### src/rtl/store_fwd_queue.sv
module store_fwd_queue #(
  parameter int DEPTH = 4,
  parameter int AW    = 32,
  parameter int DW    = 32,
  parameter int BW    = DW / 8,
  parameter int PW    = $clog2(DEPTH),
  parameter int CW    = $clog2(DEPTH + 1)
) (
  input  logic          clk,
  input  logic          rst,
  input  logic          push,
  input  logic [AW-1:0] push_addr,
  input  logic [DW-1:0] push_data,
  input  logic [BW-1:0] push_be,
  input  logic          pop,
  output logic [AW-1:0] slot_addr [DEPTH],
  output logic [DW-1:0] slot_data [DEPTH],
  output logic [BW-1:0] slot_be   [DEPTH],
  output logic [PW-1:0] head,
  output logic [CW-1:0] count,
  output logic          full,
  output logic          empty
);
  logic [PW-1:0] tail;

  assign full  = (count == CW'(DEPTH));
  assign empty = (count == '0);

  // slot storage carries no reset: contents matter only below count
  always_ff @(posedge clk) begin
    if (push) begin
      slot_addr[tail] <= push_addr;
      slot_data[tail] <= push_data;
      slot_be[tail]   <= push_be;
    end
  end

  always_ff @(posedge clk) begin
    if (rst) begin
      head  <= '0;
      tail  <= '0;
      count <= '0;
    end else begin
      if (push) tail <= tail + 1'b1;
      if (pop)  head <= head + 1'b1;
      case ({push, pop})
        2'b10:   count <= count + 1'b1;
        2'b01:   count <= count - 1'b1;
        default: count <= count;
      endcase
    end
  end


  no_overflow_chk: assert property (@(posedge clk) disable iff (rst)
    push |-> !full);

  no_underflow_chk: assert property (@(posedge clk) disable iff (rst)
    pop |-> !empty);
endmodule

### src/rtl/store_fwd_search.sv
module store_fwd_search #(
  parameter int DEPTH = 4,
  parameter int AW    = 32,
  parameter int DW    = 32,
  parameter int BW    = DW / 8,
  parameter int PW    = $clog2(DEPTH),
  parameter int CW    = $clog2(DEPTH + 1)
) (
  input  logic          clk,
  input  logic          rst,
  input  logic          rd_valid,
  input  logic [AW-1:0] rd_addr,
  input  logic [AW-1:0] slot_addr [DEPTH],
  input  logic [DW-1:0] slot_data [DEPTH],
  input  logic [BW-1:0] slot_be   [DEPTH],
  input  logic [PW-1:0] head,
  input  logic [CW-1:0] count,
  output logic          fwd_valid,
  output logic          fwd_hit,
  output logic [BW-1:0] fwd_be,
  output logic [DW-1:0] fwd_data
);
  logic [BW-1:0] acc_be;
  logic [DW-1:0] acc_data;
  logic [PW-1:0] idx;

  // walk oldest to youngest so later matches overwrite earlier lanes
  always_comb begin
    acc_be   = '0;
    acc_data = '0;
    idx      = '0;
    for (int i = 0; i < DEPTH; i++) begin
      idx = head + PW'(i);
      if (CW'(i) < count && slot_addr[idx] == rd_addr) begin
        for (int b = 0; b < BW; b++) begin
          if (slot_be[idx][b]) begin
            acc_be[b]          = 1'b1;
            acc_data[8*b +: 8] = slot_data[idx][8*b +: 8];
          end
        end
      end
    end
  end

  always_ff @(posedge clk) begin
    if (rst) begin
      fwd_valid <= 1'b0;
      fwd_hit   <= 1'b0;
      fwd_be    <= '0;
      fwd_data  <= '0;
    end else begin
      fwd_valid <= rd_valid;
      fwd_hit   <= rd_valid && (acc_be != '0);
      fwd_be    <= rd_valid ? acc_be   : '0;
      fwd_data  <= rd_valid ? acc_data : '0;
    end
  end


  resp_timing_chk: assert property (@(posedge clk) disable iff (rst)
    rd_valid |=> fwd_valid);

  idle_clear_chk: assert property (@(posedge clk) disable iff (rst)
    !fwd_valid |-> (!fwd_hit && fwd_be == '0 && fwd_data == '0));
endmodule

### src/rtl/store_fwd_buffer.sv
module store_fwd_buffer #(
  parameter int DEPTH = 4,
  parameter int AW    = 32,
  parameter int DW    = 32,
  localparam int BW   = DW / 8
) (
  input  logic          clk,
  input  logic          rst,
  input  logic          st_valid,
  input  logic [AW-1:0] st_addr,
  input  logic [DW-1:0] st_data,
  input  logic [BW-1:0] st_be,
  output logic          st_stall,
  input  logic          rd_valid,
  input  logic [AW-1:0] rd_addr,
  output logic          fwd_valid,
  output logic          fwd_hit,
  output logic [BW-1:0] fwd_be,
  output logic [DW-1:0] fwd_data,
  output logic          mw_valid,
  input  logic          mw_ready,
  output logic [AW-1:0] mw_addr,
  output logic [DW-1:0] mw_data,
  output logic [BW-1:0] mw_be,
  input  logic          flush_req,
  output logic          flush_done
);
  localparam int PW = $clog2(DEPTH);
  localparam int CW = $clog2(DEPTH + 1);

  logic [AW-1:0] s_addr [DEPTH];
  logic [DW-1:0] s_data [DEPTH];
  logic [BW-1:0] s_be   [DEPTH];
  logic [PW-1:0] q_head;
  logic [CW-1:0] q_count;
  logic          q_full, q_empty, push, pop;

  assign st_stall   = q_full || flush_req;
  assign push       = st_valid && !st_stall;
  assign mw_valid   = !q_empty;
  assign pop        = mw_valid && mw_ready;
  assign mw_addr    = s_addr[q_head];
  assign mw_data    = s_data[q_head];
  assign mw_be      = s_be[q_head];
  assign flush_done = flush_req && q_empty;

  store_fwd_queue #(.DEPTH(DEPTH), .AW(AW), .DW(DW)) u_queue (
    .clk(clk), .rst(rst), .push(push), .push_addr(st_addr),
    .push_data(st_data), .push_be(st_be), .pop(pop),
    .slot_addr(s_addr), .slot_data(s_data), .slot_be(s_be),
    .head(q_head), .count(q_count), .full(q_full), .empty(q_empty)
  );

  store_fwd_search #(.DEPTH(DEPTH), .AW(AW), .DW(DW)) u_search (
    .clk(clk), .rst(rst), .rd_valid(rd_valid), .rd_addr(rd_addr),
    .slot_addr(s_addr), .slot_data(s_data), .slot_be(s_be),
    .head(q_head), .count(q_count), .fwd_valid(fwd_valid),
    .fwd_hit(fwd_hit), .fwd_be(fwd_be), .fwd_data(fwd_data)
  );


  hold_while_busy_chk: assert property (@(posedge clk) disable iff (rst)
    (mw_valid && !mw_ready) |=> (mw_valid && $stable(mw_addr)
      && $stable(mw_data) && $stable(mw_be)));

  stalled_store_dropped_chk: assert property (@(posedge clk) disable iff (rst)
    (st_valid && st_stall && !pop) |=> $stable(q_count));

  flush_done_empty_chk: assert property (@(posedge clk) disable iff (rst)
    flush_done |-> (!mw_valid && st_stall));
endmodule

### config.mk
export PLATFORM = sky130hd
export DESIGN_NAME = store_fwd_buffer
export DESIGN_NICKNAME = d
export VERILOG_FILES = /design/src/rtl/store_fwd_queue.sv /design/src/rtl/store_fwd_search.sv /design/src/rtl/store_fwd_buffer.sv
export SDC_FILE = /design/constraint.sdc
export NUM_CORES = 1
export LEC_CHECK = 0
export BUFFER_PORTS_ARGS = -buffer_cell sky130_fd_sc_hd__buf_2
export CAP_MARGIN = 20
export CELL_PAD_IN_SITES_DETAIL_PLACEMENT = 1
export CELL_PAD_IN_SITES_GLOBAL_PLACEMENT = 2
export CORE_MARGIN = 2
export CORE_UTILIZATION = 25
export CTS_CLUSTER_DIAMETER = 40
export DETAILED_ROUTE_END_ITERATION = 12
export MAX_ROUTING_LAYER = met4
export PLACE_DENSITY_LB_ADDON = 0.12
export SYNTH_ARGS = -nofsm -noshare
export SYNTH_HDL_FRONTEND = slang
export SYNTH_SLANG_ARGS = --single-unit
### constraint.sdc
create_clock -name clk -period 3.15 [get_ports clk]
set_clock_uncertainty 0.15 [all_clocks]
set_input_delay 0.315 -clock clk [delete_from_list [all_inputs] [get_ports clk]]
set_output_delay 0.315 -clock clk [all_outputs]
set_load 0.03 [all_outputs]
## Word-level counts from Yosys, hierarchy flattened

Cells that the tools add are included.

| operators by class | value |
|---|---|
| bitwise logic cells | 6 |
| reductions and logical operators | 16 |
| shift-type cells | 0 |
| multipliers | 0 |
| muxes and demuxes | 84 |
| div/mod/pow operators | 0 |
| equality and inequality tests | 7 |
| $add $sub $neg | 6 |
| magnitude comparators | 10 |

Operators by type and width:

| cell | count |
|---|---|
| 32-bit two-way mux | 21 |
| 32-bit binary-select mux with 2-bit select | 8 |
| 128-bit bitwise mux | 2 |
| 32-bit equality test | 4 |
| 8-bit two-way mux | 16 |
| 32-bit demux with 2-bit select | 1 |
| 4-bit two-way mux | 13 |
| 4-bit binary-select mux with 2-bit select | 4 |
| 16-bit bitwise mux | 1 |
| 1-bit two-way mux | 16 |
| 3-bit >= comparator (second input constant) | 5 |
| 2-bit NOT with 3-bit output | 5 |
| 1-bit logical AND | 9 |
| 4-bit demux with 2-bit select | 1 |
| 1-bit by 3-bit < comparator with 1-bit output (first input constant) | 2 |
| 2-bit by 3-bit < comparator with 1-bit output (first input constant) | 2 |
| 3-bit one-hot mux with 2 select lines | 1 |
| 2-bit by 1-bit adder with 2-bit output (second input constant) | 2 |
| 2-bit adder (second input constant) | 2 |
| 4-bit nonzero test | 1 |
| 3-bit by 1-bit adder with 3-bit output (second input constant) | 1 |
| 3-bit equality test (second input constant) | 1 |
| 3-bit logical NOT | 1 |
| 3-bit by 1-bit < comparator with 1-bit output (second input constant) | 1 |
| 8 further kinds | 9 |

| word-level totals | value |
|---|---|
| flip-flop bits (word level) | 317 |
| RAM bits | 0 |
| memories | 0 |
| latch bits | 0 |
| bits in read-only memories | 0 |
| word-level logic and storage cells | 148 |
| output and inout bits | 109 |
| input port bits | 106 |

## Depth between registers and ports, before layout

| logic depth | value |
|---|---|
| word-level depth | 15 |
| gate-level depth with buffers | 14 |
| depth with buffers taken out | 10 |

## By module

A second synthesis with hierarchy kept.

| second synthesis, totals | value |
|---|---|
| cells, all modules | 1,640 |
| area total of the unflattened synthesis | 20,502.2 µm² |

Modules (own cells, without submodules):

| module | area each (µm²) | cells each | sequential area each (µm²) | times used |
|---|---|---|---|---|
| store_fwd_search | 10,249.8 | 1,236 | 760.7 | 1 |
| store_fwd_queue | 8,554.5 | 315 | 8,308.0 | 1 |
| store_fwd_buffer | 1,697.9 | 89 | 0.0 | 1 |

## Worst setup path before layout

Ideal clock, no wire load.

| timing path | value |
|---|---|
| path kind | register -> register |
| start | register u_queue.head[1] |
| end | register u_search.fwd_data[15] |
| buffers on the path | 3 |
| library setup time | 92 ps |
| setup slack | -338 ps |
| arrival time | 3,245 ps |
| clock period less this slack | 3,488 ps |
| data required time | 2,908 ps |
| cell stages (with the launch flop) | 12 |
| path through | dfxtp_1 > buf_4 > inv_2 > buf_1 > buf_1 > mux2i_1 > xnor2_1 > nor4_2 > nand4_4 > a211oi_2 > a221oi_1 > o32ai_1 |

| on the way | value |
|---|---|
| word-level cells in the longest chain between the ends | 13 |
| elaborated cells on any way between the ends | 59 |
| classes of those cells | 3 x add/sub; 4 x eq/ne; 44 x mux; 4 x bitwise; 4 x reduce/logical |

RTL lines:

| element | RTL line | source |
|---|---|---|
| start, declared | store_fwd_queue.sv:19 | `output logic [PW-1:0] head,` |
| start signal, assigned | store_fwd_queue.sv:45 | `if (pop) head <= head + 1'b1;` |
| 2-bit NOT with 3-bit output * | -- |  |
| 32-bit binary-select mux with 2-bit select * | -- |  |
| 32-bit two-way mux * (2 in a row) | -- |  |
| net mw_addr[27] | store_fwd_buffer.sv:22 | `output logic [AW-1:0] mw_addr,` |
| 32-bit equality test * | store_fwd_search.sv:34 | `if (CW'(i) < count && slot_addr[idx] == rd_addr) begin` |
| 1-bit logical AND * | store_fwd_search.sv:34 |  |
| 32-bit two-way mux * | store_fwd_search.sv:34 |  |
| 8-bit two-way mux | store_fwd_search.sv:36 | `if (slot_be[idx][b]) begin` |
| 32-bit two-way mux * | store_fwd_search.sv:34 |  |
| 8-bit two-way mux | store_fwd_search.sv:36 |  |
| 32-bit two-way mux * | store_fwd_search.sv:34 |  |
| 8-bit two-way mux | store_fwd_search.sv:36 |  |
| 32-bit two-way mux * | store_fwd_search.sv:34 |  |
| end signal, assigned | store_fwd_search.sv:55 | `fwd_data <= rd_valid ? acc_data : '0;` |
| end, declared | store_fwd_search.sv:21 | `output logic [DW-1:0] fwd_data` |

Mark *: on every way through the listed nets, which the timed path passes. The rest lies on a longest branch. The select of a mux whose other input is x is not followed.
A chain may end at the register's enable or synchronous reset.

## Worst setup path in the final report

| timing path | value |
|---|---|
| start | register u_queue.head[0] |
| end | register u_search.fwd_data[13] |

| on the way | value |
|---|---|
| word-level cells in the longest chain between the ends | 13 |
| elaborated cells on any way between the ends | 59 |
| classes of those cells | 3 x add/sub; 4 x eq/ne; 44 x mux; 4 x bitwise; 4 x reduce/logical |

RTL lines:

| element | RTL line |
|---|---|
| branches (longest 12 deep; another with 2-bit by 1-bit adder with 2-bit output) | -- |
| 32-bit two-way mux * | store_fwd_search.sv:34 |

Every way passes the cells marked *. The select of a mux whose other input is x is not followed.

==> results.md <==
- CP arrival: 3.87 ns
- Initial antenna violation count: 5
- Gpl congestion: 0.839
- Max clock buf depth: 3
- Slew @ Worst Pin: 0.688 ns
- Tmin final: 3.53 ns
- DR WL met2: 36,500 um
- Syn nets: 1,454
- Clock power share: 33.8%
- ANT nets after route: 0
- Post-synth cell types: 83
- Fin. Hold Viols: 0
- Sequential Power Share: 22.3%
- Area contributors post-synth: edfxtp_1, mux4_2, mux2i_1
- Final HPWL from detailed placement: 56,400 um
- First-pass iteration count of the detailed router: 7
- DRC: 0
- Synth area leader: edfxtp_1
- Cell count after synthesis: 1,339
- M1 WL: 35,200 um
- Die Span X: 281 um
- P_int: 0.0142 W
- P&R area growth vs syn: 49.3%
- Switching Fraction: 34.8%
- GRT Residual Overflow: 0
- Vias in the first global route: 16,400
- Met3 WL: 2530 um
- Site Rows: 101
- Syn_area_per_cell: 14.3 um^2
- Pwr dens: 759 nW/um^2
- Setup Crit Path Kind: reg2reg
- Layout net count: 2,086
- First-pass GRT wire length: 111,000 um
- DP Area: 23,900 um^2
- Final period util: 112%
- Combinational Power Share: 44.0%
- Primary FF master, synth: edfxtp_1
- Worst vdd rail ir drop: 0.000391 V
- Post-synth EDFFs: 272
- RSZ-0062 raised after global routing: true
- # fillers: 7,912
- Worst relative slew slack: 54.0%
- I/O pin count: 215
- Via/cell ratio: 4.95
- CP max stage cell: mux4_2
- Setup Viol. Count Final: 37
- Core Footprint: 75,900 um^2
- CTS Root Cell: clkbuf_16
- Crit end category: flip-flop
- Setup ws final: -0.377 ns
- Net switching power: 0.00757 W
- # port buffers: 214
- Cts bufs inserted: 69
- Crit start category: flip-flop
- CTS tree: done
- Initial core utilization: 25.3%
- Design area: 28,700 um^2
- DIE AREA: 79,000 um^2
- FF+latch count, synth: 317
- Max H-tree Level: 3
- Uppermost layer routed: met4
- Wire length per cell: 24.8 um
- Leading cell types by count after synthesis: edfxtp_1, mux4_2, mux2i_1
- Critical Path RT: 3.49 ns
- Max Clk Rate: 284 MHz
- Vias: 15,100
- Pin count of the biggest net entering global routing: 66
- Hold/Removal Path Class: in2reg
- Worst-path fanout max: 8
- Static leakage: 10.2 nW
- Clk sinks: 317
- Ys Warns: 0
- Ys async rst share: 0%
- Largest delay share family, worst path: buffers and inverters
- Top-count cell post-synth: edfxtp_1
- Layout cells sized above 1: 51.9%
- Ordered cell list for the critical path: buf_12 > buf_6 > buf_6 > buf_4 > mux4_2 > xnor2_1 > nand4_1 > nor2_1 > buf_4 > nand3_1 > a211oi_4 > buf_12 > a221oi_4 > o32ai_2
- Max-slew violations: 0
- Hold_ws: 0.0435 ns
- Die Y-Extent: 281 um
- GRT Total Usage: 19.9%
- Syn Std Cell Area: 19,200 um^2
- Synth top area share: 42.5%
- Clock transition at path regs: 0.05 ns
- Failing checks: negative setup slack
- DRT Wirelength: 75,800 um
- Clock latency on the worst-skew pair: 0.61 ns
- DR iter-0 viols: 744
- Number of max-cap violations: 0
- Crit path buf inv count: 6
- Outcome: finished with violations
- Sequential fraction of the synthesis area: 47.2%
- Slowest cell delay on critical path: 0.57 ns
layer usage:
metal | global-route usage (%) | vias to the layer above
met1 | 26.5 | 7936
met3 | 2.55 | 92
met2 | 31.9 | 300
met4 | 5.38 | 0
li1 | - | 6808
met5 | - | -
path summary, 6_finish.rpt:
| path | depth (start not counted) | slack, ns | endpoint | startpoint |
|---|---|---|---|---|
| max reg2reg | 14 | -0.38 | u_search.fwd_data[13]$_SDFF_PP0_ | u_queue.head[0]$_SDFFE_PP0P_ |
| max | 14 | -0.38 | u_search.fwd_data[13]$_SDFF_PP0_ | u_queue.head[0]$_SDFFE_PP0P_ |
| min reg2reg | 2 | 0.43 | u_queue.tail[1]$_SDFFE_PP0P_ | u_queue.tail[1]$_SDFFE_PP0P_ |
| min | 4 | 0.04 | u_queue.tail[0]$_SDFFE_PP0P_ | st_valid |
flip-flops by register name, summed over array words and instances, names as in the netlist:
signal	count
u_queue.tail	2
u_search.fwd_be	4
u_search.fwd_data	32
u_queue.slot_data	128
u_search.fwd_hit	1
u_queue.slot_addr	128
u_search.fwd_valid	1
u_queue.head	2
u_queue.count	3
u_queue.slot_be	16
power by group through the flow:
stage               registers [W]  logic, W  clock network (W)
floorplan                 0.00487   0.00542                  0
global placement          0.00490   0.00828                  0
detailed placement        0.00491   0.00833                  0
CTS                       0.00484   0.00952            0.00752
global route              0.00485    0.0102            0.00773
finish                    0.00484   0.00956            0.00734
worst min-delay path: stages:
cell	delay, ns
buf_2	0.13
nand2_1	0.15
xnor2_1	0.08
nor2_1	0.07
logic make-up (layout without fill, tap and decap cells):
logic type	count (synthesis)	in the layout	synth area share (%)
buffers and inverters	138	827	3.84
adders and majority gates	9	9	0.587
DFF	317	317	47.2
and+or+nand+nor	224	224	6.38
xor gates and xnor gates	97	97	4.43
muxes	332	332	28.5
AOI/OAI and AO/OA	222	222	9.04
other	0	2	0
placed cells by master (no fill, tap or decap), types with 13 or more instances in the layout:
master,n
dlygate4sd3_1,69
xnor2_1,66
buf_6,23
nor2_1,49
mux2i_2,14
buf_2,214
mux2_2,26
inv_1,34
a21oi_1,19
mux4_2,168
clkbuf_16,69
mux2i_1,114
xor2_1,15
buf_12,37
xnor2_2,14
a221oi_2,26
nand2_1,62
dfxtp_1,43
o21ai_0,27
nand3_1,13
o22ai_1,15
nor3_1,24
buf_4,305
o31ai_1,20
edfxtp_1,272
o211ai_1,13
per-stage QoR:
stage | setup TNS (ns) | std cells | total power (W) | utilization, % | setup WS, ns
finish | -10.14 | 3060 | 0.0217 | 37.7 | -0.377
global route | -14.90 | 3060 | 0.0227 | 37.7 | -0.444
CTS | -9.90 | 3048 | 0.0219 | 37.2 | -0.325
detailed placement | -21.54 | 2812 | 0.0132 | 31.5 | -0.721
global placement | -20.53 | 2812 | 0.0132 | 31.5 | -0.771
floorplan | -0.00490 | 1339 | 0.0103 | - | -0.00254
what timing repair did:
| item | 4_1_cts | 5_1_grt |
|---|---|---|
| resized for setup | 149 | 48 |
| endpoints found under the setup margin | 66 | 48 |
| gates cloned | 6 | 0 |
| buffers inserted | 37 | 12 |
| hold buffers | 69 | 0 |
| pin swaps | 44 | 38 |
| endpoints found under the hold margin | 279 | 0 |
layout make-up:
class,count,area [um^2],area share [%]
diodes,2,5.00,0.0175
clock inverters,51,637,2.22
repair buffers,664,5440,19.0
flip-flops and latches,317,9080,31.7
well taps,1030,1290,4.50
inverters,35,134,0.467
multi-input cells,884,10300,36.0
clock buffers,77,1760,6.13
(Power assumes the default switching activity.)
